--- config.mk ---
export PLATFORM = sky130hd
export DESIGN_NAME = spi_chain_slave
export DESIGN_NICKNAME = d
export VERILOG_FILES = /design/src/rtl/spi_chain_pkg.sv /design/src/rtl/spi_chain_sync.sv /design/src/rtl/spi_chain_shifter.sv /design/src/rtl/spi_chain_frame_ctl.sv /design/src/rtl/spi_chain_slave.sv
export SDC_FILE = /design/constraint.sdc
export NUM_CORES = 1
export LEC_CHECK = 0
export ABC_AREA = 1
export ABC_CLOCK_PERIOD_IN_PS = 1500
export BUFFER_PORTS_ARGS = -buffer_cell sky130_fd_sc_hd__buf_4
export CAP_MARGIN = 5
export CORE_UTILIZATION = 46
export DETAILED_ROUTE_END_ITERATION = 16
export PLACE_DENSITY = 0.77
export SLEW_MARGIN = 20
export SYNTH_ARGS = -nofsm -noshare
export SYNTH_HDL_FRONTEND = slang
export SYNTH_SLANG_ARGS = --single-unit
--- constraint.sdc ---
create_clock -name clk_i -period 1.5 [get_ports clk_i]
set_clock_uncertainty 0.2 [all_clocks]
set_input_delay 0.225 -clock clk_i [delete_from_list [all_inputs] [get_ports clk_i]]
set_output_delay 0.225 -clock clk_i [all_outputs]
set_load 0.005 [all_outputs]
--- src/rtl/spi_chain_pkg.sv ---
package spi_chain_pkg;
  localparam int WORD_W   = 16;
  localparam int ADDR_W   = 5;
  localparam int DATA_W   = WORD_W - ADDR_W;
  localparam int SEL_W    = 2;
  localparam int NUM_STAT = 1 << SEL_W;
  localparam int CNT_W    = $clog2(WORD_W);

  typedef struct packed {
    logic [ADDR_W-1:0] addr;
    logic [DATA_W-1:0] data;
  } cmd_t;
endpackage

--- src/rtl/spi_chain_sync.sv ---
module spi_chain_sync #(
  parameter int W = 3,
  parameter int STAGES = 2,
  parameter logic [W-1:0] RST_VAL = '0
) (
  input  logic         clk_i,
  input  logic         rst_ni,
  input  logic [W-1:0] d_i,
  output logic [W-1:0] q_o,
  output logic [W-1:0] rise_o,
  output logic [W-1:0] fall_o
);
  logic [W-1:0] prev_q;

  for (genvar b = 0; b < W; b++) begin : g_bit
    logic [STAGES-1:0] chain_q;
    always_ff @(posedge clk_i or negedge rst_ni) begin
      if (!rst_ni) chain_q <= {STAGES{RST_VAL[b]}};
      else         chain_q <= {chain_q[STAGES-2:0], d_i[b]};
    end
    assign q_o[b] = chain_q[STAGES-1];
  end

  always_ff @(posedge clk_i or negedge rst_ni) begin
    if (!rst_ni) prev_q <= RST_VAL;
    else         prev_q <= q_o;
  end

  assign rise_o = q_o & ~prev_q;
  assign fall_o = ~q_o & prev_q;
endmodule

--- src/rtl/spi_chain_shifter.sv ---
module spi_chain_shifter
  import spi_chain_pkg::*;
(
  input  logic              clk_i,
  input  logic              rst_ni,
  input  logic              load_i,
  input  logic              shift_i,
  input  logic              drive_i,
  input  logic              idle_i,
  input  logic              si_i,
  input  logic [WORD_W-1:0] word_i,
  output logic [WORD_W-1:0] shreg_o,
  output logic              so_o
);
  logic [WORD_W-1:0] shreg_q;
  logic              so_q;

  // the register doubles as the 16-bit echo delay line
  always_ff @(posedge clk_i or negedge rst_ni) begin
    if (!rst_ni) begin
      shreg_q <= '0;
    end else if (load_i) begin
      shreg_q <= word_i;
    end else if (shift_i) begin
      shreg_q <= {shreg_q[WORD_W-2:0], si_i};
    end
  end

  always_ff @(posedge clk_i or negedge rst_ni) begin
    if (!rst_ni)      so_q <= 1'b0;
    else if (load_i)  so_q <= word_i[WORD_W-1];
    else if (idle_i)  so_q <= 1'b0;
    else if (drive_i) so_q <= shreg_q[WORD_W-1];
  end

  assign shreg_o = shreg_q;
  assign so_o    = so_q;

  assert_load_msb_R2: assert property (@(posedge clk_i) disable iff (!rst_ni)
    load_i |=> so_o == $past(word_i[WORD_W-1]));
endmodule

--- src/rtl/spi_chain_frame_ctl.sv ---
module spi_chain_frame_ctl
  import spi_chain_pkg::*;
#(
  parameter logic [ADDR_W-1:0] INIT_ADDR = '0
) (
  input  logic              clk_i,
  input  logic              rst_ni,
  input  logic              cs_fall_i,
  input  logic              cs_rise_i,
  input  logic              bit_i,
  input  logic [WORD_W-1:0] last_word_i,
  output logic [SEL_W-1:0]  sel_o,
  output logic              cmd_valid_o,
  output cmd_t              cmd_o,
  output logic              rd_done_o,
  output logic [SEL_W-1:0]  rd_sel_o
);
  logic [CNT_W-1:0] cnt_q;
  logic             seen_q;
  logic [SEL_W-1:0] sel_q, frame_sel_q, rd_sel_q;
  logic             commit, valid_q;
  cmd_t             cmd_q, rx_cmd;

  assign rx_cmd = cmd_t'(last_word_i);

  // modulo counter plus a sticky "any edge" flag: no wrap to a false valid
  always_ff @(posedge clk_i or negedge rst_ni) begin
    if (!rst_ni) begin
      cnt_q  <= '0;
      seen_q <= 1'b0;
      frame_sel_q <= '0;
    end else if (cs_fall_i) begin
      cnt_q  <= '0;
      seen_q <= 1'b0;
      frame_sel_q <= sel_q;
    end else if (bit_i) begin
      cnt_q  <= cnt_q + 1'b1;
      seen_q <= 1'b1;
    end
  end

  assign commit = cs_rise_i && seen_q && (cnt_q == '0);

  always_ff @(posedge clk_i or negedge rst_ni) begin
    if (!rst_ni) begin
      valid_q  <= 1'b0;
      cmd_q    <= '0;
      rd_sel_q <= '0;
      sel_q    <= '0;
    end else begin
      valid_q <= commit;
      if (commit) begin
        cmd_q    <= rx_cmd;
        rd_sel_q <= frame_sel_q;
        if (rx_cmd.addr == INIT_ADDR) sel_q <= rx_cmd.data[SEL_W-1:0];
      end
    end
  end

  assign sel_o       = sel_q;
  assign cmd_valid_o = valid_q;
  assign cmd_o       = cmd_q;
  assign rd_done_o   = valid_q;
  assign rd_sel_o    = rd_sel_q;

  assert_commit_single_R5: assert property (@(posedge clk_i) disable iff (!rst_ni)
    valid_q |=> !valid_q);
  assert_commit_after_cs_R11: assert property (@(posedge clk_i) disable iff (!rst_ni)
    valid_q |-> $past(cs_rise_i));
  assert_sel_hold_R6: assert property (@(posedge clk_i) disable iff (!rst_ni)
    !valid_q |-> sel_q == $past(sel_q));
endmodule

--- src/rtl/spi_chain_slave.sv ---
module spi_chain_slave
  import spi_chain_pkg::*;
#(
  parameter int SYNC_STAGES = 2,
  parameter logic [ADDR_W-1:0] INIT_ADDR = '0
) (
  input  logic                       clk_i,
  input  logic                       rst_ni,
  input  logic                       sclk_i,
  input  logic                       cs_ni,
  input  logic                       si_i,
  input  logic [NUM_STAT*WORD_W-1:0] status_i,
  output logic                       so_o,
  output logic                       so_oe_o,
  output logic                       cmd_valid_o,
  output logic [ADDR_W-1:0]          cmd_addr_o,
  output logic [DATA_W-1:0]          cmd_data_o,
  output logic                       rd_done_o,
  output logic [SEL_W-1:0]           rd_sel_o
);
  localparam int IDX_SCLK = 0;
  localparam int IDX_CS   = 1;
  localparam int IDX_SI   = 2;

  logic [2:0] pin_q, pin_rise, pin_fall;
  logic       active, cs_fall, cs_rise, sclk_rise, sclk_fall;
  logic [SEL_W-1:0]  sel;
  logic [WORD_W-1:0] shreg, stat_word;
  cmd_t              cmd;

  spi_chain_sync #(.W(3), .STAGES(SYNC_STAGES), .RST_VAL(3'b010)) u_sync (
    .clk_i, .rst_ni,
    .d_i    ({si_i, cs_ni, sclk_i}),
    .q_o    (pin_q),
    .rise_o (pin_rise),
    .fall_o (pin_fall)
  );

  assign active    = !pin_q[IDX_CS];
  assign cs_fall   = pin_fall[IDX_CS];
  assign cs_rise   = pin_rise[IDX_CS];
  assign sclk_rise = pin_rise[IDX_SCLK] && active;
  assign sclk_fall = pin_fall[IDX_SCLK] && active;
  assign stat_word = status_i[sel*WORD_W +: WORD_W];

  spi_chain_shifter u_shift (
    .clk_i, .rst_ni,
    .load_i  (cs_fall),
    .shift_i (sclk_rise),
    .drive_i (sclk_fall),
    .idle_i  (!active),
    .si_i    (pin_q[IDX_SI]),
    .word_i  (stat_word),
    .shreg_o (shreg),
    .so_o    (so_o)
  );

  spi_chain_frame_ctl #(.INIT_ADDR(INIT_ADDR)) u_ctl (
    .clk_i, .rst_ni,
    .cs_fall_i   (cs_fall),
    .cs_rise_i   (cs_rise),
    .bit_i       (sclk_rise),
    .last_word_i (shreg),
    .sel_o       (sel),
    .cmd_valid_o (cmd_valid_o),
    .cmd_o       (cmd),
    .rd_done_o   (rd_done_o),
    .rd_sel_o    (rd_sel_o)
  );

  assign so_oe_o    = active;
  assign cmd_addr_o = cmd.addr;
  assign cmd_data_o = cmd.data;

  assert_so_quiet_R8: assert property (@(posedge clk_i) disable iff (!rst_ni)
    (!so_oe_o && $past(!so_oe_o)) |-> !so_o);
endmodule

==> run_results.csv <==
group,metric,value,unit
power_and_ir_drop,intPower,2.932,mW
placed_design,place_hpwl,4.938,mm
clock_tree,clock_sinks,53,
worst_hold_path,hp-class,"primary input to flip-flop",
yosys,synth-xor-area-share,0,
clock_tree,clk_latency,300,ps
critical_path,end_kind,"output pin",
power_and_ir_drop,pwr-share-comb,0.335,
sta,maxSlewViolCount,0,
sta,period_minus_slack,1547,ps
die,fp.dieH,79.50,um
placed_design,dp_slack,15.67,ps
power_and_ir_drop,ir_drop,0.0007937,V
placed_design,post-place-cells,497,
critical_path,path_max_fanout,4,
clock_tree,htree_levels,2,
sta,period_share,1.031,
die,core_area,5642,sq um
critical_path,arrival,1120,ps
layout,n_antenna_cell,0,
route,drtPass1Iterations,4,
sta,tightest_slew,274.6,ps
global_route,grt_pass1_wl,11.17,mm
power_and_ir_drop,clock_power_share,0.219,
critical_path,required,1070,ps
yosys,yosys_register_bits,53,
layout,fin_area,3953,sq um
clock_tree,cts_buffers,5,
sta,setup_tns,-67.88,ps
placed_design,numPortBuffers,90,
die,start_util,0.4897,
layout,nets,511,
critical_path,critPathKind,"flip-flop to output pin",
yosys,syn-cell-area,2763,sq um
sta,relSlewSlack,0.8163,
flow_run,maxCapViolCount,0,
yosys,synth-compound-area-share,0.1182,
die,dieArea,6319,sq um
placed_design,place_congestion,0.7985,
clock_tree,clk_pin_slew,90,ps
yosys,synthAdderAreaFrac,0.009058,
die,die_w,79.50,um
yosys,ys_warn_count,0,
yosys,yosysSeqAreaShare,0.4814,
yosys,syn_area_per_cell,8.346,sq um
yosys,synthCells,331,
outcome,violations,"setup timing",
route,drc,0,
global_route,grt_pass1_vias,2533,
route,drt_iter0_drc,136,
clock_tree,clock_path_buffers,2,
power_and_ir_drop,p_per_area,1073,nW/um^2
layout,final_core_util,0.7006,
route,wl_per_cell,13.18,um
layout,drive_above_1_share,0.4023,
clock_tree,cts_tree,"yes",
global_route,grtUsageTotal,0.2272,
yosys,muxShareOfSynthArea,0,
global_route,grt_antenna_before_repair,0,
route,vias_per_cell,5.111,
die,row_count,27,
sta,finalSetupViolCount,4,
global_route,gr-total-overflow,0,
sta,hold_viol_final,0,
yosys,syn_nets,402,
yosys,yosysUniqueCellTypes,27,
route,vias,2617,
sta,max_freq,646.6,MHz
power_and_ir_drop,leakagePower,2.040,nW
route,drt_wl_total,6.749,mm
power_and_ir_drop,switching_share,0.3086,
die,num_io_pins,91,
outcome,status,"finished, violations left",
placed_design,placed_area,3657,sq um
layout,final_cells,512,
global_route,grt_start_max_net_pins,54,
sta,rsz0062_at_grt,"yes",
clock_tree,cts-root-buf,"clkbuf_8",
layout,syn_to_final_growth,43.07,%
yosys,synth-simple-area-share,0.3025,
power_and_ir_drop,p_seq_frac,0.445,
sta,worst_slack,-46.66,ps
yosys,synth_top_family_by_area,"simple AND/OR/NAND/NOR gates",
critical_path,startpoint_type,"flip-flop",
route,ant_nets,0,
power_and_ir_drop,p_sw,1.309,mW
==> worst max-delay path, stage by stage (launching register included) <==
cell	delay (ps)
dfstp_2	560
inv_4	50
buf_6	110
buf_6	100
==> flip-flops by register name, summed over array words and instances, names as in the netlist <==
| name | cells |
|---|---|
| u_ctl.cnt_q | 4 |
| u_shift.so_o | 1 |
| u_ctl.frame_sel_q | 2 |
| u_ctl.cmd_o | 16 |
| u_ctl.seen_q | 1 |
| u_sync.prev_q | 2 |
| u_sync.g_bit.chain_q | 6 |
| u_ctl.sel_o | 2 |
| u_ctl.rd_sel_o | 2 |
| u_shift.shreg_o | 16 |
| u_ctl.cmd_valid_o | 1 |
==> logic make-up (layout without fill, tap and decap cells) <==
family,Yosys count,count (layout)
AO/OA/AOI/OAI,39,39
AND/OR/NAND/NOR,190,190
adder cells (fa/ha/maj),2,2
buffers and inverters,47,156
flip-flops,53,53
==> cell usage in the layout (no fill, tap or decap), types with 2 or more instances in the layout <==
cell	count
clkbuf_8	5
buf_12	8
o21ai_2	13
nand3_1	53
inv_2	2
dlygate4sd3_1	4
nor2_1	6
nand2_4	6
o211ai_2	9
a21oi_1	3
o211ai_1	6
nand2_2	10
buf_6	3
nand2_1	106
ha_1	2
o21ai_0	4
dfrtp_1	50
buf_4	104
nor2_2	4
dfstp_2	3
o21ai_1	4
inv_1	23
inv_4	3
==> final timing paths <==
check	start	to	slack (ps)	cells after the start
max	u_sync.g_bit[1].chain_q[1]	so_oe_o	-50	3
min	status_i[10]	u_shift.shreg_o[10]	70	5
max reg2reg	u_sync.g_bit[1].chain_q[1]	u_shift.shreg_o[5]	-10	8
min reg2reg	u_sync.g_bit[2].chain_q[0]	u_sync.g_bit[2].chain_q[1]	160	0
max in group asynchronous	rst_ni	u_sync.g_bit[1].chain_q[1]	580	3
min in group asynchronous	rst_ni	u_ctl.cmd_o[3]	230	3
==> per-stage QoR <==
| stage | hold slack (ps) | power [mW] |
|---|---|---|
| final | 72.28 | 4.241 |
| after global routing | 102.7 | 4.503 |
| after detailed placement | 24.01 | 3.260 |
| after global placement | 23.05 | 3.215 |
| after floorplan | -270.6 | 2.570 |
| after CTS | 71.01 | 4.207 |
==> final cells by class <==
class	count	area, sq um
Multi-Input combinational cell	231	1272
Clock buffer	5	68.82
Inverter	29	116.4
Tap cell	72	90.09
Sequential cell	53	1330
Fill cell	447	1689
Clock inverter	2	35.03
Timing Repair Buffer	120	1040
==> synth_stat cells <==
library cell | n | area share
nand2_4 | 2 | 0.0082
inv_2 | 3 | 0.0041
dfrtp_1 | 50 | 0.45
buf_8 | 1 | 0.0054
ha_1 | 2 | 0.0091
o211ai_1 | 6 | 0.016
nor3_4 | 1 | 0.0059
a21oi_1 | 3 | 0.0054
nand2_1 | 120 | 0.16
buf_2 | 7 | 0.013
nand3_1 | 53 | 0.096
nand4_1 | 1 | 0.0023
nand3b_2 | 1 | 0.0041
nor2_1 | 9 | 0.012
inv_1 | 25 | 0.034
clkbuf_1 | 2 | 0.0027
nand3_4 | 1 | 0.0063
o21ai_2 | 13 | 0.041
o21ai_0 | 6 | 0.011
nor2_2 | 1 | 0.0023
buf_6 | 5 | 0.020
o21ai_1 | 2 | 0.0036
clkinv_1 | 1 | 0.0014
buf_4 | 3 | 0.0082
o211ai_2 | 9 | 0.041
nand2_2 | 1 | 0.0023
dfstp_2 | 3 | 0.029
==> power groups by stage <==
stage | logic (mW) | registers, mW | clock network [mW]
6_report | 1.42 | 1.89 | 0.930
3_5_place_dp | 1.37 | 1.89 | 0
5_1_grt | 1.58 | 1.92 | 1.00
2_1_floorplan | 0.693 | 1.88 | 0
4_1_cts | 1.39 | 1.87 | 0.942
3_3_place_gp | 1.33 | 1.89 | 0
==> metal layers <==
| layer | up-vias | GRT usage | part of all wire |
|---|---|---|---|
| li1 | 1284 | - | - |
| met1 | 1243 | 0.2741 | 0.41 |
| met2 | 80 | 0.4051 | 0.53 |
| met3 | 10 | 0.04457 | 0.048 |
| met4 | 0 | 0.06909 | 0.014 |
| met5 | - | 0 | 0 |
==> repair_timing <==
| action | CTS | global route |
|---|---|---|
| setup endpoints to repair | 3 | 41 |
| setup buffers | 0 | 3 |
| cloned | 0 | 1 |
| hold buffers | 4 | 0 |
| gates resized for setup | 7 | 27 |
| endpoints found under the hold margin | 56 | 0 |
| pin swaps | 0 | 2 |
(Power assumes the default switching activity.)
